`config.mk`:
```
export PLATFORM = sky130hd
export DESIGN_NAME = intc_vec_dispatch
export DESIGN_NICKNAME = d
export VERILOG_FILES = /design/src/rtl/intc_pkg.sv /design/src/rtl/intc_src_regs.sv /design/src/rtl/intc_prio_pick.sv /design/src/rtl/intc_master_ctrl.sv /design/src/rtl/intc_vec_dispatch.sv
export SDC_FILE = /design/constraint.sdc
export NUM_CORES = 1
export LEC_CHECK = 0
export ABC_CLOCK_PERIOD_IN_PS = 1300
export BUFFER_PORTS_ARGS = -buffer_cell sky130_fd_sc_hd__buf_2
export CAP_MARGIN = 10
export CORE_MARGIN = 2
export CORE_UTILIZATION = 30
export DETAILED_ROUTE_END_ITERATION = 10
export HOLD_SLACK_MARGIN = 0.06
export PLACE_DENSITY_LB_ADDON = 0.2
export SLEW_MARGIN = 25
export SYNTH_ARGS = -nofsm -noshare
export SYNTH_HDL_FRONTEND = slang
export SYNTH_SLANG_ARGS = --single-unit
```
`constraint.sdc`:
```
create_clock -name clk -period 1.3 [get_ports clk]
set_input_delay 0.065 -clock clk [delete_from_list [all_inputs] [get_ports clk]]
set_output_delay 0.065 -clock clk [all_outputs]
set_load 0.02 [all_outputs]
```
`src/rtl/intc_pkg.sv`:
```
package intc_pkg;
  localparam int unsigned SRC_N      = 5;
  localparam int unsigned VEC_WIDTH  = 16;
  localparam int unsigned VEC_ORIGIN = 'h40;
  localparam int unsigned VEC_PITCH  = 8;
  localparam int unsigned SVC_CYCLES = 4;
endpackage

```
`src/rtl/intc_src_regs.sv`:
```
module intc_src_regs #(
  parameter int unsigned N = 5
) (
  input  logic         clk,
  input  logic         rst_n,
  input  logic [N-1:0] periph_req,
  input  logic         flag_wr,
  input  logic         mask_wr,
  input  logic [N-1:0] wr_data,
  input  logic [N-1:0] clr_mask,
  output logic [N-1:0] flag_q,
  output logic [N-1:0] mask_q
);

  logic [N-1:0] flag_d;
  logic [N-1:0] mask_d;

  // Next-state: write, then service clear, then peripheral set (highest).
  always_comb begin
    flag_d = flag_q;
    if (flag_wr) flag_d = wr_data;
    flag_d = flag_d & ~clr_mask;
    flag_d = flag_d | periph_req;
  end

  always_comb begin
    mask_d = mask_q;
    if (mask_wr) mask_d = wr_data;
  end

  always_ff @(posedge clk or negedge rst_n) begin
    if (!rst_n) flag_q <= '0;
    else        flag_q <= flag_d;
  end

  always_ff @(posedge clk or negedge rst_n) begin
    if (!rst_n)       mask_q <= '0;
    else if (mask_wr) mask_q <= mask_d;
  end

  AST_ONE_SERVICE_CLEAR: assert property (@(posedge clk) disable iff (!rst_n)
    $onehot0(clr_mask));

  AST_PULSE_SETS_FLAG: assert property (@(posedge clk) disable iff (!rst_n)
    (|periph_req) |=> ((flag_q & $past(periph_req)) == $past(periph_req)));

  AST_MASK_LOADS: assert property (@(posedge clk) disable iff (!rst_n)
    mask_wr |=> (mask_q == $past(wr_data)));

endmodule

```
`src/rtl/intc_prio_pick.sv`:
```
module intc_prio_pick #(
  parameter int unsigned N     = 5,
  parameter int unsigned VW    = 16,
  parameter int unsigned BASE  = 'h40,
  parameter int unsigned PITCH = 8
) (
  input  logic [N-1:0]  pend,
  output logic          any_pend,
  output logic [N-1:0]  grant,
  output logic [VW-1:0] vector
);

  // Lowest index wins: each grant bit needs all lower bits clear.
  genvar g;
  generate
    for (g = 0; g < N; g++) begin : g_grant
      if (g == 0) begin : g_first
        assign grant[g] = pend[g];
      end else begin : g_rest
        assign grant[g] = pend[g] & ~(|pend[g-1:0]);
      end
    end
  endgenerate

  assign any_pend = |pend;

  always_comb begin
    vector = '0;
    for (int i = 0; i < N; i++) begin
      if (grant[i]) vector = vector | VW'(BASE + i * PITCH);
    end
  end

endmodule

```
`src/rtl/intc_master_ctrl.sv`:
```
module intc_master_ctrl #(
  parameter int unsigned SVC = 4
) (
  input  logic clk,
  input  logic rst_n,
  input  logic ack_ok,
  input  logic cmd_di,
  input  logic cmd_ei,
  input  logic cmd_reti,
  output logic ime_q,
  output logic busy
);

  localparam int unsigned CW = $clog2(SVC + 1);

  logic          ime_d;
  logic [CW-1:0] cnt_q;
  logic [CW-1:0] cnt_d;
  logic          cnt_en;

  // Precedence: accepted ack > disable > enable/return.
  always_comb begin
    ime_d = ime_q;
    if (ack_ok)                  ime_d = 1'b0;
    else if (cmd_di)             ime_d = 1'b0;
    else if (cmd_ei || cmd_reti) ime_d = 1'b1;
  end

  always_comb begin
    cnt_en = ack_ok || (cnt_q != '0);
    cnt_d  = cnt_q;
    if (ack_ok)             cnt_d = CW'(SVC);
    else if (cnt_q != '0)   cnt_d = cnt_q - 1'b1;
  end

  always_ff @(posedge clk or negedge rst_n) begin
    if (!rst_n) ime_q <= 1'b0;
    else        ime_q <= ime_d;
  end

  always_ff @(posedge clk or negedge rst_n) begin
    if (!rst_n)      cnt_q <= '0;
    else if (cnt_en) cnt_q <= cnt_d;
  end

  assign busy = (cnt_q != '0);

  AST_ACK_DROPS_IME: assert property (@(posedge clk) disable iff (!rst_n)
    ack_ok |=> !ime_q);

  AST_ACK_STARTS_SVC: assert property (@(posedge clk) disable iff (!rst_n)
    ack_ok |=> busy);

  AST_ENABLE_SETS: assert property (@(posedge clk) disable iff (!rst_n)
    ((cmd_ei || cmd_reti) && !cmd_di && !ack_ok) |=> ime_q);

  AST_DISABLE_CLEARS: assert property (@(posedge clk) disable iff (!rst_n)
    cmd_di |=> !ime_q);

endmodule

```
`src/rtl/intc_vec_dispatch.sv`:
```
module intc_vec_dispatch
  import intc_pkg::*;
#(
  parameter int unsigned N     = SRC_N,
  parameter int unsigned VW    = VEC_WIDTH,
  parameter int unsigned BASE  = VEC_ORIGIN,
  parameter int unsigned PITCH = VEC_PITCH,
  parameter int unsigned SVC   = SVC_CYCLES
) (
  input  logic          clk,
  input  logic          rst_n,
  input  logic [N-1:0]  periph_req,
  input  logic          flag_wr,
  input  logic          mask_wr,
  input  logic [N-1:0]  wr_data,
  output logic [N-1:0]  flag_rd,
  output logic [N-1:0]  mask_rd,
  input  logic          cmd_di,
  input  logic          cmd_ei,
  input  logic          cmd_reti,
  input  logic          at_boundary,
  input  logic          core_halted,
  output logic          irq_req,
  output logic [VW-1:0] irq_vector,
  input  logic          irq_ack,
  output logic          svc_busy,
  output logic          master_en,
  output logic          wake
);

  logic [N-1:0] flag_q;
  logic [N-1:0] mask_q;
  logic [N-1:0] pend;
  logic [N-1:0] grant;
  logic [N-1:0] clr_mask;
  logic         any_pend;
  logic         ime_q;
  logic         busy;
  logic         ack_ok;

  intc_src_regs #(.N(N)) u_regs (
    .clk        (clk),
    .rst_n      (rst_n),
    .periph_req (periph_req),
    .flag_wr    (flag_wr),
    .mask_wr    (mask_wr),
    .wr_data    (wr_data),
    .clr_mask   (clr_mask),
    .flag_q     (flag_q),
    .mask_q     (mask_q)
  );

  assign pend = flag_q & mask_q;

  intc_prio_pick #(.N(N), .VW(VW), .BASE(BASE), .PITCH(PITCH)) u_pick (
    .pend     (pend),
    .any_pend (any_pend),
    .grant    (grant),
    .vector   (irq_vector)
  );

  assign irq_req  = ime_q & at_boundary & ~busy & any_pend;
  assign ack_ok   = irq_ack & irq_req;
  assign clr_mask = ack_ok ? grant : '0;

  intc_master_ctrl #(.SVC(SVC)) u_ctrl (
    .clk      (clk),
    .rst_n    (rst_n),
    .ack_ok   (ack_ok),
    .cmd_di   (cmd_di),
    .cmd_ei   (cmd_ei),
    .cmd_reti (cmd_reti),
    .ime_q    (ime_q),
    .busy     (busy)
  );

  assign flag_rd   = flag_q;
  assign mask_rd   = mask_q;
  assign svc_busy  = busy;
  assign master_en = ime_q;
  assign wake      = core_halted & any_pend;

  AST_NO_REQ_IN_SVC: assert property (@(posedge clk) disable iff (!rst_n)
    svc_busy |-> !irq_req);

  AST_IGNORED_ACK: assert property (@(posedge clk) disable iff (!rst_n)
    (irq_ack && !irq_req && !flag_wr && (periph_req == '0)) |=> (flag_rd == $past(flag_rd)));

  AST_ACK_CLEARS_SRC: assert property (@(posedge clk) disable iff (!rst_n)
    (ack_ok && !flag_wr && ((periph_req & grant) == '0)) |=> ((flag_rd & $past(grant)) == '0));

endmodule

```
* Word-level counts from Yosys, hierarchy flattened
Cells that the tools add are included.
Storage, ports and cells: logic and storage cells 45, flip-flop bits (word level) 14, input bits 20
Cells by class: bitwise logic cells 18, reduce and logical (&&, ||, !) cells 10, add/sub/neg operators 1, multiplexer cells 12
Operator list (count):
- 2-to-1 mux 7 bit | 5
- AND 5 bit | 2
- 2-to-1 mux 5 bit | 2
- AND 1 bit | 9
- 2-to-1 mux 3 bit | 2
- nonzero test 3 bit | 2
- NOT 1 bit | 5
- NOT 5 bit | 1
- bitwise OR 5 bit | 1
- OR reduction 5 bit | 1
- OR reduction 4 bit | 1
- 2-to-1 mux 1 bit | 3
- OR reduction 3 bit | 1
- subtractor 3 x 1 -> 3 bit (second input constant) | 1
- logical OR 1 bit | 2
- AND reduction 2 bit | 1
- nonzero test 2 bit | 1
- OR reduction 2 bit | 1

* Logic depth before layout (Yosys ltp)
word-level depth 9, depth in mapped cells 5, gate-level depth less buffers 5

* Hierarchy
A second synthesis with hierarchy kept.
Second synthesis, totals: cell total of the unflattened synthesis 93, area total of the unflattened synthesis 918.4 um^2
By module, submodules not included:
- intc_src_regs | cells an instance 26, times used 1, area each 405.4 um^2, sequential area each 250.2 um^2
- intc_master_ctrl | cells an instance 19, times used 1, area each 217.7 um^2, sequential area each 100.1 um^2
- intc_prio_pick | cells an instance 27, times used 1, area each 177.7 um^2, sequential area each 0.0 um^2
- intc_vec_dispatch | cells an instance 21, times used 1, area each 117.6 um^2, sequential area each 0.0 um^2

* Worst setup path after synthesis
Ideal clock, no wire load.
kind register -> register, from register u_regs.mask_q[0], to register u_ctrl.cnt_q[2], stages on the path, launching flop included 4, arrival 1.286 ns, library setup time 0.126 ns, slack -0.112 ns, required time 1.174 ns, path through dfrtp_1 > a22oi_2 > nand4_2 > a221o_1
Between the ends: longest elaborated chain between the ends 6
Ends and longest elaborated chain:
- start: declaration | line intc_src_regs.sv:12 | output logic [N-1:0] mask_q
- start signal: assignment | line intc_src_regs.sv:38 | else if (mask_wr) mask_q <= mask_d;
- AND 5 bit (*) | line intc_vec_dispatch.sv:53 | assign pend = flag_q & mask_q;
- OR reduction 5 bit (*) | line intc_prio_pick.sv:25 | assign any_pend = |pend;
- AND 1 bit (*) | line intc_vec_dispatch.sv:62 | assign irq_req = ime_q & at_boundary & ~busy & any_pend;
- AND 1 bit (*) | line intc_vec_dispatch.sv:63 | assign ack_ok = irq_ack & irq_req;
- nonzero test 2 bit (no source line) / logical OR 1 bit (equally long branches)
- AND reduction 2 bit (no source line)
- end signal: assignment | line intc_master_ctrl.sv:43 | else if (cnt_en) cnt_q <= cnt_d;
- end: declaration | line intc_master_ctrl.sv:17 | logic [CW-1:0] cnt_q;
Every way passes the cells marked *; elsewhere a longest branch is shown, timed or not. A chain may end at the register's enable or synchronous reset.

* Worst setup path after layout
from register u_regs.mask_q[0], to output irq_vector[3]
Between the ends: longest elaborated chain between the ends 7
Ends and longest elaborated chain:
- AND 5 bit (*) | line intc_vec_dispatch.sv:53
- NOT 1 bit | line intc_prio_pick.sv:20 | assign grant[g] = pend[g] & ~(|pend[g-1:0]);
- AND 1 bit | line intc_prio_pick.sv:20
- 2-to-1 mux 7 bit (2 in a row) | line intc_prio_pick.sv:30 | if (grant[i]) vector = vector | VW'(BASE + i * PITCH);
- 2-to-1 mux 7 bit (*) (2 in a row) | line intc_prio_pick.sv:30
- end: declaration | line intc_vec_dispatch.sv:24 | output logic [VW-1:0] irq_vector,
Marks and branches as above.

==> impl_metrics.csv <==
group,metric,value,unit
logic_synthesis,yosysWarningCount,0,
clock_tree,cts_buffers,3,
timing,finalMaxSlewViolations,0,
placed_design,hpwl,1.69,mm
cells_and_area,final_common_cell,"buf_2",
routing,firstDrtPassIters,4,
placed_design,dpl_worst_slack,-0.101,ns
clock_tree,clock_sinks,14,
global_routing,grt_overflow,0,
routing,drc,0,
setup_path,path_buf_inv,2,
global_routing,grt_start_max_net_pins,15,
setup_path,critPathCaptureType,"output port",
clock_tree,tritoncts,"yes",
cells_and_area,fillers,260,
power,intPower,1370,µW
floorplanning,ios,50,
setup_path,arrival,1.45,ns
cells_and_area,regArea,353,µm²
global_routing,antenna_found_initial,0,
floorplanning,start_util,31.3,%
setup_path,worstPathRequired,1.24,ns
clock_tree,clock_latency,0.28,ns
logic_synthesis,synth-compound-area-share,16.7,%
routing,wire_per_inst,13.5,µm
floorplanning,die_area,0.00327,mm²
power,ir_drop,0.00120,V
placed_design,place_congestion,0.755,
power,combPwrFrac,57.3,%
timing,rsz0062_at_grt,"true",
setup_path,cp_top_family,"flip-flops",
cells_and_area,drive_gt1_share,59.2,%
floorplanning,row_count,19,
power,p_leak,0.000724,µW
logic_synthesis,ys_ff_latch,14,
logic_synthesis,synthesis.area,848,µm²
logic_synthesis,synth.yosys.seq_area_share,41.3,%
timing,holdWs,0.111,ns
timing,period_share,117,%
floorplanning,dieHeight,57.2,µm
timing,min_period,1.52,ns
placed_design,place_inst,157,
setup_path,crit_path_max_incr_delay,0.44,ns
timing,finalSetupTns,-1.99,ns
routing,drt_iter0_markers,9,
timing,fin_ws,-0.216,ns
logic_synthesis,synth_top_family_by_area,"compound AO/OA/AOI/OAI gates",
setup_path,worstSetupPathType,"flop to output port",
timing,hold_viol,0,
floorplanning,coreArea,0.00271,mm²
power,clkPwrFrac,15.0,%
routing,wirelength,2.55,mm
global_routing,track_usage,16.1,%
floorplanning,die_w,57.2,µm
clock_tree,cts-root-buf,"clkbuf_4",
outcome,violations,"negative setup slack",
cells_and_area,mostFrequentLayoutCells,"30 x buf_2, 18 x buf_4, 13 x buf_6",
clock_tree,clkTransAtPathRegs,0.09,ns
logic_synthesis,synth_xor_area_share,1.03,%
power,seq_power_share,27.7,%
power,p_switching,740,µW
setup_path,start_kind,"flop",
logic_synthesis,ys_types,32,
setup_path,r2r_slack,-0.17,ns
logic_synthesis,syn-mean-instance-area,10.2,µm²
cells_and_area,insertedDiodeCount,0,
cells_and_area,final_util,57.1,%
routing,postRouteAntennaNets,0,
global_routing,grt_pass1_vias,851,
clock_tree,clk_path_buf_depth,2,
setup_path,critical_path_peak_fanout,4,
setup_path,critPathSlowestCell,"dfrtp_2",
cells_and_area,nets,180,
timing,max_freq,0.660,GHz
logic_synthesis,synthCells,83,
outcome,status,"complete, but fails checks",
placed_design,port_buffers,37,
logic_synthesis,synthSimpleGateAreaFrac,15.3,%
timing,setup_violations,16,
power,power_density,1370,mW/mm²
cells_and_area,area_growth,82.3,%
clock_tree,h-tree-depth,1,
logic_synthesis,synth-adder-area-share,2.95,%
job,cap_violations,0,
global_routing,grt_pass1_wl,3.97,mm
logic_synthesis,synth_mux_area_share,9.14,%
routing,viasPerCell,4.68,
cells_and_area,multi_input_area,561,µm²
cells_and_area,stdcell_count,188,
power,switching_share,35.0,%
hold_path,hold_path.class,"primary input to flop",
routing,vias,880,
setup_path,critical_path.cell_chain,"a22oi_2 > nand4_1 > buf_4 > nand2_2 > buf_6",
timing,fin_skew,0.00410,ns
-- metrics by stage --
| step | total power, µW | cell area, µm² |
|---|---|---|
| after floorplan | 1030 | 908 |
| after global placement | 1280 | 1100 |
| after detailed placement | 1280 | 1100 |
| after CTS | 1900 | 1430 |
| after global routing | 2260 | 1550 |
| final | 2110 | 1550 |
-- cell type report --
cell class / instances / share of cell area [%]
Inverter: 4 / 1.05
Timing Repair Buffer: 72 / 35.0
Tap cell: 31 / 2.51
Clock buffer: 4 / 2.35
Multi-Input combinational cell: 63 / 36.2
Sequential cell: 14 / 22.8
-- path summary, 6_finish.rpt --
| kind | startpoint | depth (start not counted) | end |
|---|---|---|---|
| hold / removal | cmd_ei | 3 | u_ctrl.ime_q |
| setup reg to reg | u_ctrl.cnt_q[0] | 5 | u_regs.flag_q[3] |
| setup / recovery | u_regs.mask_q[0] | 5 | irq_vector[3] |
| min in group asynchronous | rst_n | 2 | u_regs.flag_q[3] |
| hold reg to reg | u_regs.mask_q[4] | 1 | u_regs.mask_q[4] |
| max in group asynchronous | rst_n | 2 | u_regs.mask_q[0] |
-- power groups by stage --
stage                     clock, µW  combinational, µW  sequential, µW
after floorplan                   0                420             612
after global routing            358               1310             596
after CTS                       327                990             580
final                           316               1210             585
after detailed placement          0                706             578
after global placement            0                697             579
-- per-layer routing --
layer,GRT usage (%),vias up,wire (µm)
li1,-,425,-
met1,18.8,411,1020
met2,29.1,40,1330
met3,4.31,4,172
met4,3.99,0,19
met5,0,-,0
-- Yosys cell counts --
cell	instances	area, µm²
dfrtp_1	14	350
buf_4	12	90.1
a21oi_1	6	30.0
mux2_1	5	56.3
nand2_1	5	18.8
nor3_1	5	25.0
nor2b_1	4	25.0
a211oi_1	3	22.5
inv_1	3	11.3
a211o_1	2	17.5
ha_1	2	25.0
o41a_1	2	22.5
a221o_1	1	10.0
a22o_1	1	8.76
a22o_2	1	10.0
a22oi_2	1	12.5
and2_1	1	6.26
buf_2	1	5.00
clkinv_2	1	5.00
conb_1	1	3.75
mux2_2	1	11.3
mux2i_1	1	10.0
nand2b_1	1	6.26
nand3_1	1	5.00
nand4_1	1	6.26
nand4_2	1	12.5
nand4b_1	1	8.76
nor2_1	1	3.75
nor2_2	1	6.26
nor4_1	1	6.26
o21bai_1	1	7.51
xnor2_1	1	8.76
-- sequential cells by signal, indices dropped and copies added, names as in the netlist --
signal and count:
u_regs.flag_q 5, u_ctrl.ime_q 1, u_regs.mask_q 5, u_ctrl.cnt_q 3
-- worst register-to-register path: stages (launching register included) --
cell      delay, ns
dfrtp_1        0.40
inv_2          0.08
ha_4           0.13
nand4b_1       0.18
buf_6          0.20
o41a_1         0.36
-- kinds of logic after synthesis --
logic type                 after synthesis
buffers and inverters                   17
AOI/OAI and AO/OA                       18
and+or+nand+nor                         23
xor gates and xnor gates                 1
muxes                                    7
adders and majority gates                2
other                                    1
DFF                                     14
-- what timing repair did --
action | 4_1_cts | 5_1_grt
hold endpoints to repair | 24 | 0
gates resized for setup | 31 | 16
buffers inserted | 9 | 8
endpoints found under the setup margin | 16 | 16
pin swaps | 10 | 11
hold buffers | 11 | 0
Note: power is estimated with default switching activity, not from simulation.
